File: config.mk
export PLATFORM = sky130hd
export DESIGN_NAME = pcm_slot_buffer
export DESIGN_NICKNAME = d
export VERILOG_FILES = /design/src/rtl/pcm_slot_pkg.sv /design/src/rtl/pcm_slot_detect.sv /design/src/rtl/pcm_slip_store.sv /design/src/rtl/pcm_slot_shifter.sv /design/src/rtl/pcm_slot_buffer.sv
export SDC_FILE = /design/constraint.sdc
export NUM_CORES = 1
export LEC_CHECK = 0
export CAP_MARGIN = 25
export CORE_UTILIZATION = 36
export CTS_BUF_LIST = sky130_fd_sc_hd__clkbuf_16
export DETAILED_ROUTE_END_ITERATION = 8
export PLACE_DENSITY = 0.54
export RECOVER_POWER = 50
export SYNTH_ARGS = -nofsm -noshare
export SYNTH_HDL_FRONTEND = slang
export SYNTH_SLANG_ARGS = --single-unit
File: constraint.sdc
create_clock -name clk -period 1.6 [get_ports clk]
set_clock_uncertainty 0.05 [all_clocks]
set_input_delay 0.48 -clock clk [delete_from_list [all_inputs] [get_ports clk]]
set_output_delay 0.48 -clock clk [all_outputs]
set_load 0.03 [all_outputs]
File: src/rtl/pcm_slot_pkg.sv
package pcm_slot_pkg;

    parameter int unsigned BYTE_W = 8;

    // how many bytes have been written since the last slot start
    typedef enum logic [1:0] {
        PEND_NONE = 2'd0,
        PEND_ONE  = 2'd1,
        PEND_MANY = 2'd2
    } pend_e;

endpackage

File: src/rtl/pcm_slot_detect.sv
module pcm_slot_detect (
    input  logic clk,
    input  logic rst_n,
    input  logic bit_tick,
    input  logic ts_pick,
    input  logic ts_a,
    input  logic ts_b,
    output logic frame_start
);

    typedef struct packed {
        logic prev;
    } det_t;

    det_t s_d, s_q;
    logic strobe;

    always_comb begin
        strobe      = ts_pick ? ts_a : ts_b;
        s_d         = s_q;
        frame_start = bit_tick & strobe & ~s_q.prev;
        if (bit_tick) begin
            s_d.prev = strobe;
        end
    end

    always_ff @(posedge clk or negedge rst_n) begin
        if (!rst_n) begin
            s_q <= '{prev: 1'b0};
        end else begin
            s_q <= s_d;
        end
    end

endmodule

File: src/rtl/pcm_slip_store.sv
module pcm_slip_store
    import pcm_slot_pkg::*;
#(
    parameter int unsigned BYTE_W = pcm_slot_pkg::BYTE_W
) (
    input  logic              clk,
    input  logic              rst_n,
    input  logic              wr_valid,
    input  logic [BYTE_W-1:0] wr_byte,
    input  logic              rd_start,
    output logic [BYTE_W-1:0] rd_byte,
    output logic              rep_flag,
    output logic              drop_flag
);

    localparam int unsigned BANKS = 2;

    typedef struct packed {
        logic [BANKS-1:0][BYTE_W-1:0] bank;
        logic                         wsel;
        pend_e                        pend;
        logic                         rep;
        logic                         drop;
    } store_t;

    localparam store_t ST_RST = '{
        bank: '1,
        wsel: 1'b0,
        pend: PEND_NONE,
        rep:  1'b0,
        drop: 1'b0
    };

    store_t s_d, s_q;

    always_comb begin
        s_d = s_q;
        // the read samples state as it was before any write in this cycle
        if (rd_start) begin
            s_d.rep  = (s_q.pend == PEND_NONE);
            s_d.drop = (s_q.pend == PEND_MANY);
            s_d.pend = PEND_NONE;
        end
        if (wr_valid) begin
            for (int i = 0; i < int'(BANKS); i++) begin
                if (i == int'(s_q.wsel)) begin
                    s_d.bank[i] = wr_byte;
                end
            end
            s_d.wsel = ~s_q.wsel;
            if (rd_start || s_q.pend == PEND_NONE) begin
                s_d.pend = PEND_ONE;
            end else begin
                s_d.pend = PEND_MANY;
            end
        end
    end

    always_ff @(posedge clk or negedge rst_n) begin
        if (!rst_n) begin
            s_q <= ST_RST;
        end else begin
            s_q <= s_d;
        end
    end

    // newest complete byte sits in the register not addressed for writing
    assign rd_byte   = s_q.bank[~s_q.wsel];
    assign rep_flag  = s_q.rep;
    assign drop_flag = s_q.drop;

endmodule

File: src/rtl/pcm_slot_shifter.sv
module pcm_slot_shifter #(
    parameter int unsigned BYTE_W = pcm_slot_pkg::BYTE_W
) (
    input  logic              clk,
    input  logic              rst_n,
    input  logic              bit_tick,
    input  logic              load,
    input  logic [BYTE_W-1:0] load_byte,
    output logic              ser_bit,
    output logic              busy
);

    localparam int unsigned CW = (BYTE_W > 1) ? $clog2(BYTE_W) : 1;
    localparam logic [CW-1:0] LAST = CW'(BYTE_W - 1);

    typedef struct packed {
        logic [BYTE_W-1:0] sh;
        logic [CW-1:0]     cnt;
        logic              busy;
    } shf_t;

    shf_t s_d, s_q;

    always_comb begin
        s_d = s_q;
        if (load) begin
            s_d.sh   = load_byte;
            s_d.cnt  = '0;
            s_d.busy = 1'b1;
        end else if (bit_tick && s_q.busy) begin
            if (s_q.cnt == LAST) begin
                s_d.busy = 1'b0;
            end else begin
                s_d.sh  = s_q.sh << 1;
                s_d.cnt = s_q.cnt + 1'b1;
            end
        end
    end

    always_ff @(posedge clk or negedge rst_n) begin
        if (!rst_n) begin
            s_q <= '{sh: '1, cnt: '0, busy: 1'b0};
        end else begin
            s_q <= s_d;
        end
    end

    assign ser_bit = s_q.sh[BYTE_W-1];
    assign busy    = s_q.busy;

endmodule

File: src/rtl/pcm_slot_buffer.sv
module pcm_slot_buffer
    import pcm_slot_pkg::*;
#(
    parameter int unsigned BYTE_W = pcm_slot_pkg::BYTE_W
) (
    input  logic              clk,
    input  logic              rst_n,
    input  logic              wr_valid,
    input  logic [BYTE_W-1:0] wr_byte,
    input  logic              bit_tick,
    input  logic              ts_pick,
    input  logic              ts_a,
    input  logic              ts_b,
    input  logic              blank_req,
    input  logic              sup_n,
    input  logic              alarm_in,
    output logic              pcm_out,
    output logic              rep_flag,
    output logic              drop_flag
);

    logic              frame_start;
    logic [BYTE_W-1:0] rd_byte;
    logic              ser_bit;
    logic              slot_busy;
    logic              force_ones;

    pcm_slot_detect u_detect (
        .clk         (clk),
        .rst_n       (rst_n),
        .bit_tick    (bit_tick),
        .ts_pick     (ts_pick),
        .ts_a        (ts_a),
        .ts_b        (ts_b),
        .frame_start (frame_start)
    );

    pcm_slip_store #(.BYTE_W(BYTE_W)) u_store (
        .clk       (clk),
        .rst_n     (rst_n),
        .wr_valid  (wr_valid),
        .wr_byte   (wr_byte),
        .rd_start  (frame_start),
        .rd_byte   (rd_byte),
        .rep_flag  (rep_flag),
        .drop_flag (drop_flag)
    );

    pcm_slot_shifter #(.BYTE_W(BYTE_W)) u_shift (
        .clk       (clk),
        .rst_n     (rst_n),
        .bit_tick  (bit_tick),
        .load      (frame_start),
        .load_byte (rd_byte),
        .ser_bit   (ser_bit),
        .busy      (slot_busy)
    );

    always_comb begin
        force_ones = blank_req | (~sup_n & alarm_in);
        pcm_out    = force_ones | ~slot_busy | ser_bit;
    end

endmodule

==> results.py, run 1 <==
metrics = {
    "status": {
        "status": "complete, no violations",
    },
    "die": {
        "core-area_um2": 4086,
        "die_w_um": 67.86,
        "die-area_um2": 4605,
        "num_rows": 23,
        "start_util": 0.3821,
        "io_pins": 21,
        "fp.dieH_um": 67.86,
    },
    "clocking": {
        "post_cts_buffers": 0,
        "cts-root-buf": "clkbuf_16",
        "cts_made_buffers": 5,
        "h-tree-depth": 2,
        "cts_tree": "built",
        "clk_latency_ns": 0.27,
        "path_clk_slew_ns": 0.05,
        "cts_hold_buffers": 0,
        "clk_path_buf_depth": 2,
        "cts_sinks": 34,
    },
    "flow_run": {
        "drv_cap": 0,
    },
    "global_routing": {
        "grt_max_degree": 35,
        "grt_first_pass_wirelength_um": 4284,
        "grt_pass1_vias": 946,
        "gr-usage-all-layers": 0.1341,
        "antenna_found_initial": 0,
        "gr-total-overflow": 0,
    },
    "pwr": {
        "p_comb_frac": 0.311,
        "pwr-share-clk": 0.238,
        "power.density_nw_per_um2": 1797,
        "finalPower_mw": 3.698,
        "p_seq_frac": 0.451,
        "p_int_mw": 2.668,
        "p_leak_nw": 0.8841,
        "swShare": 0.2784,
        "power.switching_mw": 1.029,
        "ir_drop_mv": 0.8295,
    },
    "synthesis": {
        "netlist_area_um2": 1561,
        "synth_flop_cell": "dfstp_2",
        "synth_top_area_frac": 0.4038,
        "netlist_instances": 110,
        "ys_top_cells_by_area": "dfstp_2 (40%), dfrtp_1 (16%), mux2i_1 (16%), mux2_2 (12%), ha_1 (1.6%)",
        "ys_seq_elements": 34,
        "async_reset_ff_frac": 1.000,
        "ys_seq_area_frac": 0.5641,
        "syn-num-nets": 130,
        "ys_warn_count": 0,
        "yosys.cell_types.count": 22,
        "avgSynthCellArea_um2": 14.20,
        "yosys.area.top_type": "dfstp_2",
        "synth_edf_count": 0,
    },
    "timing": {
        "relSlewSlack": 0.4465,
        "rsz0062_at_grt": "true",
        "fin_crit_sh": 0.9950,
        "min_period_ns": 1.592,
        "finalMaxSlewViolations": 0,
        "tightest_slew_ns": 0.8302,
        "finalHoldViolCount": 0,
        "max_freq_mhz": 628.2,
        "finalSetupViolCount": 0,
    },
    "routing": {
        "first_pass_iters": 2,
        "avgRoutedWirePerCell_um": 13.86,
        "drc_errors": 0,
        "drtIter0Drc": 33,
        "vias": 964,
        "finalWirelength_um": 2716,
        "via_per_inst": 4.918,
        "ant_nets": 0,
    },
    "final_layout": {
        "syn_to_final_growth_pct": 31.81,
        "diodes": 0,
        "nets": 165,
        "layout-drive-gt1-share": 0.4521,
        "post-route-util": 0.5037,
    },
    "worst_setup_path": {
        "cp.arrival_ns": 1.06,
        "critical_path_class": "primary input to output port",
        "critPathRequiredTime_ns": 1.07,
        "cp_max_fo": 1,
        "endpoint_kind": "output port",
        "cp-start-kind": "primary input",
    },
    "placed_design": {
        "gp_congestion": 0.6789,
        "place_hpwl_um": 1856,
        "io_buffer_count": 20,
    },
    "hold_path": {
        "hold_path_class": "flip-flop to flip-flop",
    },
}
-- state kept, by name (all words and copies together), names as in the netlist --
name / flops
u_store.rep_flag: 1
u_store.s_q: 19
u_store.drop_flag: 1
u_shift.ser_bit: 1
u_detect.s_q: 1
u_shift.busy: 1
u_shift.s_q: 10
-- power by group through the flow --
stage                     clock, mW  combinational, mW  sequential [mW]
final                         0.881               1.15             1.67
after detailed placement          0               1.17             1.68
after global placement            0               1.14             1.65
after floorplan                   0              0.818             1.64
after global routing          0.951               1.26             1.72
after CTS                     0.919               1.17             1.66
-- metal layers --
metal	GRT usage	up-vias	wire length, µm
met5	0	-	0
met4	0.07031	0	44
met3	0.05500	6	144
met2	0.2228	23	1408
met1	0.1457	471	1118
li1	-	464	-
-- layout by cell type, fill, tap and decap left out --
cell type	synthesis	final
clkbuf_16	0	5
buf_4	2	7
buf_12	0	3
nor2_2	0	1
mux2i_1	25	24
nand2_1	2	2
a21o_1	1	1
ha_2	0	2
nand2b_1	2	2
xor2_1	2	2
nand3b_1	1	1
clkinv_1	0	1
dfrtp_1	10	10
clkdlybuf4s50_1	0	12
dlygate4sd2_1	0	5
a2bb2oi_1	1	1
o21ai_0	4	4
dfstp_2	24	24
nand3_1	1	1
mux2i_2	0	1
o41ai_1	2	2
mux2_2	16	16
inv_1	2	3
nor2_1	6	5
dlymetal6s2s_1	0	1
buf_6	0	1
nand2_2	1	1
dlygate4sd3_1	0	1
mux2i_4	1	1
clkbuf_2	0	1
nor2_4	2	2
a21oi_1	2	2
clkinv_2	0	1
-- cell type report --
| type | instances | area, µm² |
|---|---|---|
| clock buffer | 5 | 125.1 |
| clock inverter | 3 | 12.51 |
| fill | 364 | 2028 |
| inverter | 2 | 7.507 |
| multi-input combinational | 71 | 654.4 |
| sequential | 34 | 880.8 |
| tap | 50 | 62.56 |
| timing repair buffer | 31 | 315.3 |
-- metrics by stage --
step	hold WS (ns)	area [µm²]	setup TNS (ns)	std cells	setup slack, ns
2_1_floorplan	0.1344	1562	0	110	0.1340
3_3_place_gp	0.4112	1924	-5.117	188	-0.2271
4_1_cts	0.4249	2059	-0.008275	196	-0.008275
3_5_place_dp	0.4174	1924	-6.264	188	-0.2605
6_report	0.4190	2058	0	196	0.008065
5_1_grt	0.4515	2058	-0.04181	196	-0.03954
-- logic make-up after synthesis --
kind of cell | synth area share
xor+xnor | 0.01122
fa+ha+maj | 0.01602
flops | 0.5641
buf+inv | 0.02403
simple gates | 0.05369
compound gates | 0.04087
mux | 0.2901
-- path summary, 6_finish.rpt --
kind	from	end	slack (ns)	cells past startpoint
min in group asynchronous	rst_n	u_store.s_q[4]	0.79	2
hold reg to reg	u_shift.s_q[4]	u_shift.s_q[4]	0.42	2
hold / removal	u_shift.s_q[4]	u_shift.s_q[4]	0.42	2
setup / recovery	blank_req	pcm_out	0.008	4
max in group asynchronous	rst_n	u_shift.s_q[2]	0.19	2
setup reg to reg	u_shift.s_q[1]	u_shift.s_q[7]	0.07	6
-- cell usage after synthesis, types with 2 or more instances --
cell type and n:
dfstp_2 24, nand2_1 2, dfrtp_1 10, nor2_1 6
mux2i_1 25, ha_1 2, a21oi_1 2, o41ai_1 2
nor2_4 2, mux2_2 16, o21ai_0 4, inv_1 2
buf_4 2, nand2b_1 2, xor2_1 2
-- critical path, stage by stage --
cell and delay (ns):
dlygate4sd2_1 0.24, nor2_2 0.10, nand3_1 0.09, buf_6 0.15
-- what timing repair did --
action,in CTS,in global routing
gates resized for setup,6,5
pin swaps,2,2
setup endpoints to repair,3,12
No activity file was read; power rests on OpenSTA's default activity.
==> run 2: changes to the inputs <==
--- a/config.mk
+++ b/config.mk
@@ -5,6 +5,7 @@
 export SDC_FILE = /design/constraint.sdc
 export NUM_CORES = 1
 export LEC_CHECK = 0
+export ABC_AREA = 1
 export CAP_MARGIN = 25
 export CORE_UTILIZATION = 36
 export CTS_BUF_LIST = sky130_fd_sc_hd__clkbuf_16
==> run 2 against run 1 <==
  * The flow now finishes with violations (setup timing)
  * Routed wire length grew 22%
  * Die area up 12%
  * First-iteration DRC count up 110%
  * Design area is 6.7% higher
  * Area after synthesis increased by 13%
  * Critical path type is now flip-flop to output port
==> results.py, run 2 <==
metrics = {
    "final_layout": {
        "reg.largest.list": "u_store.s_q: 19 flops, u_shift.s_q: 10 flops",
        "syn_to_final_growth_pct": 24.72,
        "diodes": 0,
        "finalNonFillerCells": 314,
        "post-route-util": 0.4652,
        "layout_common_cells": "nand2_1 (82), inv_1 (34), dfstp_2 (24)",
        "layout-drive-gt1-share": 0.2024,
        "nets": 266,
        "final_common_cell": "nand2_1",
        "largest_reg_flops": 19,
        "largest-register": "u_store.s_q",
        "final_cell_area_um2": 2197,
    },
    "synthesis": {
        "ys_top_cells_by_count": "nand2_1 (82), inv_1 (33), dfstp_2 (24), o21ai_0 (19), nand4_1 (14)",
        "ys_seq_area_frac": 0.5000,
        "syn-num-nets": 238,
        "synth_compound_area_frac": 0.06392,
        "synth_top_family_by_area": "simple AND/OR/NAND/NOR gates",
        "ys_seq_elements": 34,
        "yosys.area.top_type": "dfstp_2",
        "netlist_instances": 218,
        "ys_top_cells_by_area": "dfstp_2 (36%), nand2_1 (17%), dfrtp_1 (14%), inv_1 (7.0%), o21ai_0 (5.4%)",
        "synth_flop_cell": "dfstp_2",
        "ys_warn_count": 0,
        "synth_mux_area_frac": 0,
        "netlist_area_um2": 1762,
        "yosys.area_share.simple": 0.2940,
        "synth_top_area_frac": 0.3580,
        "synth_xor_area_frac": 0.004972,
        "avgSynthCellArea_um2": 8.081,
        "async_reset_ff_frac": 1.000,
        "synth.most_common_cell": "nand2_1",
        "synth_edf_count": 0,
        "yosys.cell_types.count": 20,
        "synth_fa_ha_area_frac": 0.01420,
    },
    "timing": {
        "tightest_slew_ns": 0.8394,
        "rsz0062_at_grt": "true",
        "finalSetupViolCount": 1,
        "min_period_ns": 1.628,
        "fin_tns_setup_ns": -0.02805,
        "max_freq_mhz": 614.2,
        "setup_slack_ns": -0.02805,
        "whs_ns": 0.4296,
        "fin_crit_sh": 1.018,
        "finalHoldViolCount": 0,
        "finalMaxSlewViolations": 0,
        "relSlewSlack": 0.4404,
    },
    "die": {
        "core-area_um2": 4723,
        "fp.dieH_um": 71.96,
        "die-area_um2": 5178,
        "num_rows": 25,
        "start_util": 0.3730,
        "io_pins": 21,
        "die_w_um": 71.96,
    },
    "hold_path": {
        "hold_path_class": "flip-flop to flip-flop",
    },
    "pwr": {
        "swShare": 0.3104,
        "power.density_nw_per_um2": 1429,
        "finalPower_mw": 3.140,
        "ir_drop_mv": 0.8502,
        "pwr-share-clk": 0.284,
        "p_int_mw": 2.166,
        "p_seq_frac": 0.443,
        "p_comb_frac": 0.272,
        "p_leak_nw": 1.128,
        "power.switching_mw": 0.9748,
    },
    "routing": {
        "finalWirelength_um": 3311,
        "drtIter0Drc": 68,
        "avgRoutedWirePerCell_um": 10.54,
        "ant_nets": 0,
        "via_per_inst": 4.417,
        "vias": 1387,
        "drc_errors": 0,
        "first_pass_iters": 4,
    },
    "worst_setup_path": {
        "critPathRequiredTime_ns": 1.07,
        "slowest_delay_ns": 0.54,
        "path_cells": "nor3b_2, o21ai_1, buf_4",
        "critical_path_class": "flip-flop to output port",
        "crit_family": "flip-flops",
        "endpoint_kind": "output port",
        "cp-start-kind": "flip-flop",
        "cp_slowest_cell": "dfstp_2",
        "cp.arrival_ns": 1.10,
        "worst-path-buf-inv": 1,
        "cp_max_fo": 2,
    },
    "placed_design": {
        "dpl_cell_area_um2": 2074,
        "gp_congestion": 0.7807,
        "dp_slack_ns": -0.2504,
        "dp_cells": 306,
        "io_buffer_count": 20,
        "place_hpwl_um": 2269,
    },
    "global_routing": {
        "antenna_found_initial": 0,
        "grt_max_degree": 35,
        "grt_first_pass_wirelength_um": 6058,
        "grt_pass1_vias": 1325,
        "gr-total-overflow": 0,
        "gr-usage-all-layers": 0.1551,
    },
    "clocking": {
        "path_clk_slew_ns": 0.05,
        "h-tree-depth": 2,
        "cts_tree": "built",
        "cts_made_buffers": 5,
        "cts-root-buf": "clkbuf_16",
        "clk_path_buf_depth": 2,
        "clk_latency_ns": 0.28,
        "cts_sinks": 34,
        "post_cts_buffers": 0,
    },
    "flow_run": {
        "drv_cap": 0,
    },
    "status": {
        "failed_checks": "setup timing",
        "status": "finished with violations",
    },
}
run 2: cell count changes in the layout (fill, tap and decap cells not counted), moves of 3 or more:
| cell | change |
|---|---|
| nand4_1 | +14 |
| nand2_1 | +80 |
| inv_1 | +31 |
| mux2_2 | -16 |
| inv_2 | +3 |
| nand3_1 | +8 |
| mux2i_1 | -24 |
| o21ai_0 | +13 |
| o21ai_1 | +4 |
run 2: what timing repair did:
action,CTS,global route
gates resized for setup,6,2
hold buffers,0,0
gates cloned,0,0
setup endpoints to repair,3,2
pin swaps,2,1
run 2: metal layers:
metal  wire length, µm  GRT usage
met4                71    0.08279
met3               119    0.04583
met5                 0          0
met2              1439     0.2306
met1              1680     0.2047
run 2: path summary, 6_finish.rpt:
kind,startpoint,endpoint,slack (ns),cells past startpoint
worst max-delay path,u_shift.ser_bit,pcm_out,-0.03,3
max in group asynchronous,rst_n,u_detect.s_q,0.17,2
min in group asynchronous,rst_n,u_shift.s_q[3],0.80,2
worst min register to register,u_store.drop_flag,u_store.drop_flag,0.43,2
worst max register to register,u_shift.s_q[1],u_shift.ser_bit,0.10,7
worst min-delay path,u_store.drop_flag,u_store.drop_flag,0.43,2
run 2: cell type report:
type                       instances  area [µm²]
clock buffer                       5       125.1
clock inverter                     3       12.51
fill                             485        2526
inverter                          36       135.1
multi-input combinational        139       669.4
sequential                        34       880.8
tap                               67       83.83
timing repair buffer              30       290.3
run 2: worst reg2reg max path: cells and delay by family, from the launching register on:
kind                     cells  cell delay, ns
flip-flops                   1            0.39
adder cells (fa/ha/maj)      2            0.42
buffers and inverters        2            0.31
AND/OR/NAND/NOR              3            0.26
run 2: power groups by stage:
stage / clock network [mW] / logic, mW / registers [mW]
final: 0.893 / 0.855 / 1.39
after global routing: 0.964 / 1.01 / 1.43
after CTS: 0.939 / 0.871 / 1.39
after detailed placement: 0 / 0.880 / 1.40
after global placement: 0 / 0.862 / 1.40
after floorplan: 0 / 0.605 / 1.40
run 2: kinds of logic after synthesis:
group,count (synthesis)
buffers and inverters,45
DFF,34
xor gates and xnor gates,1
adders and majority gates,2
AOI/OAI and AO/OA,22
and+or+nand+nor,114
==> run 3: changes to the inputs <==
--- a/config.mk
+++ b/config.mk
@@ -10,6 +10,7 @@
 export CORE_UTILIZATION = 36
 export CTS_BUF_LIST = sky130_fd_sc_hd__clkbuf_16
 export DETAILED_ROUTE_END_ITERATION = 8
+export GPL_ROUTABILITY_DRIVEN = 0
 export PLACE_DENSITY = 0.54
 export RECOVER_POWER = 50
 export SYNTH_ARGS = -nofsm -noshare
==> results of run 3 <==
The final DEF is identical to that of run 2; final timing and power are the same.
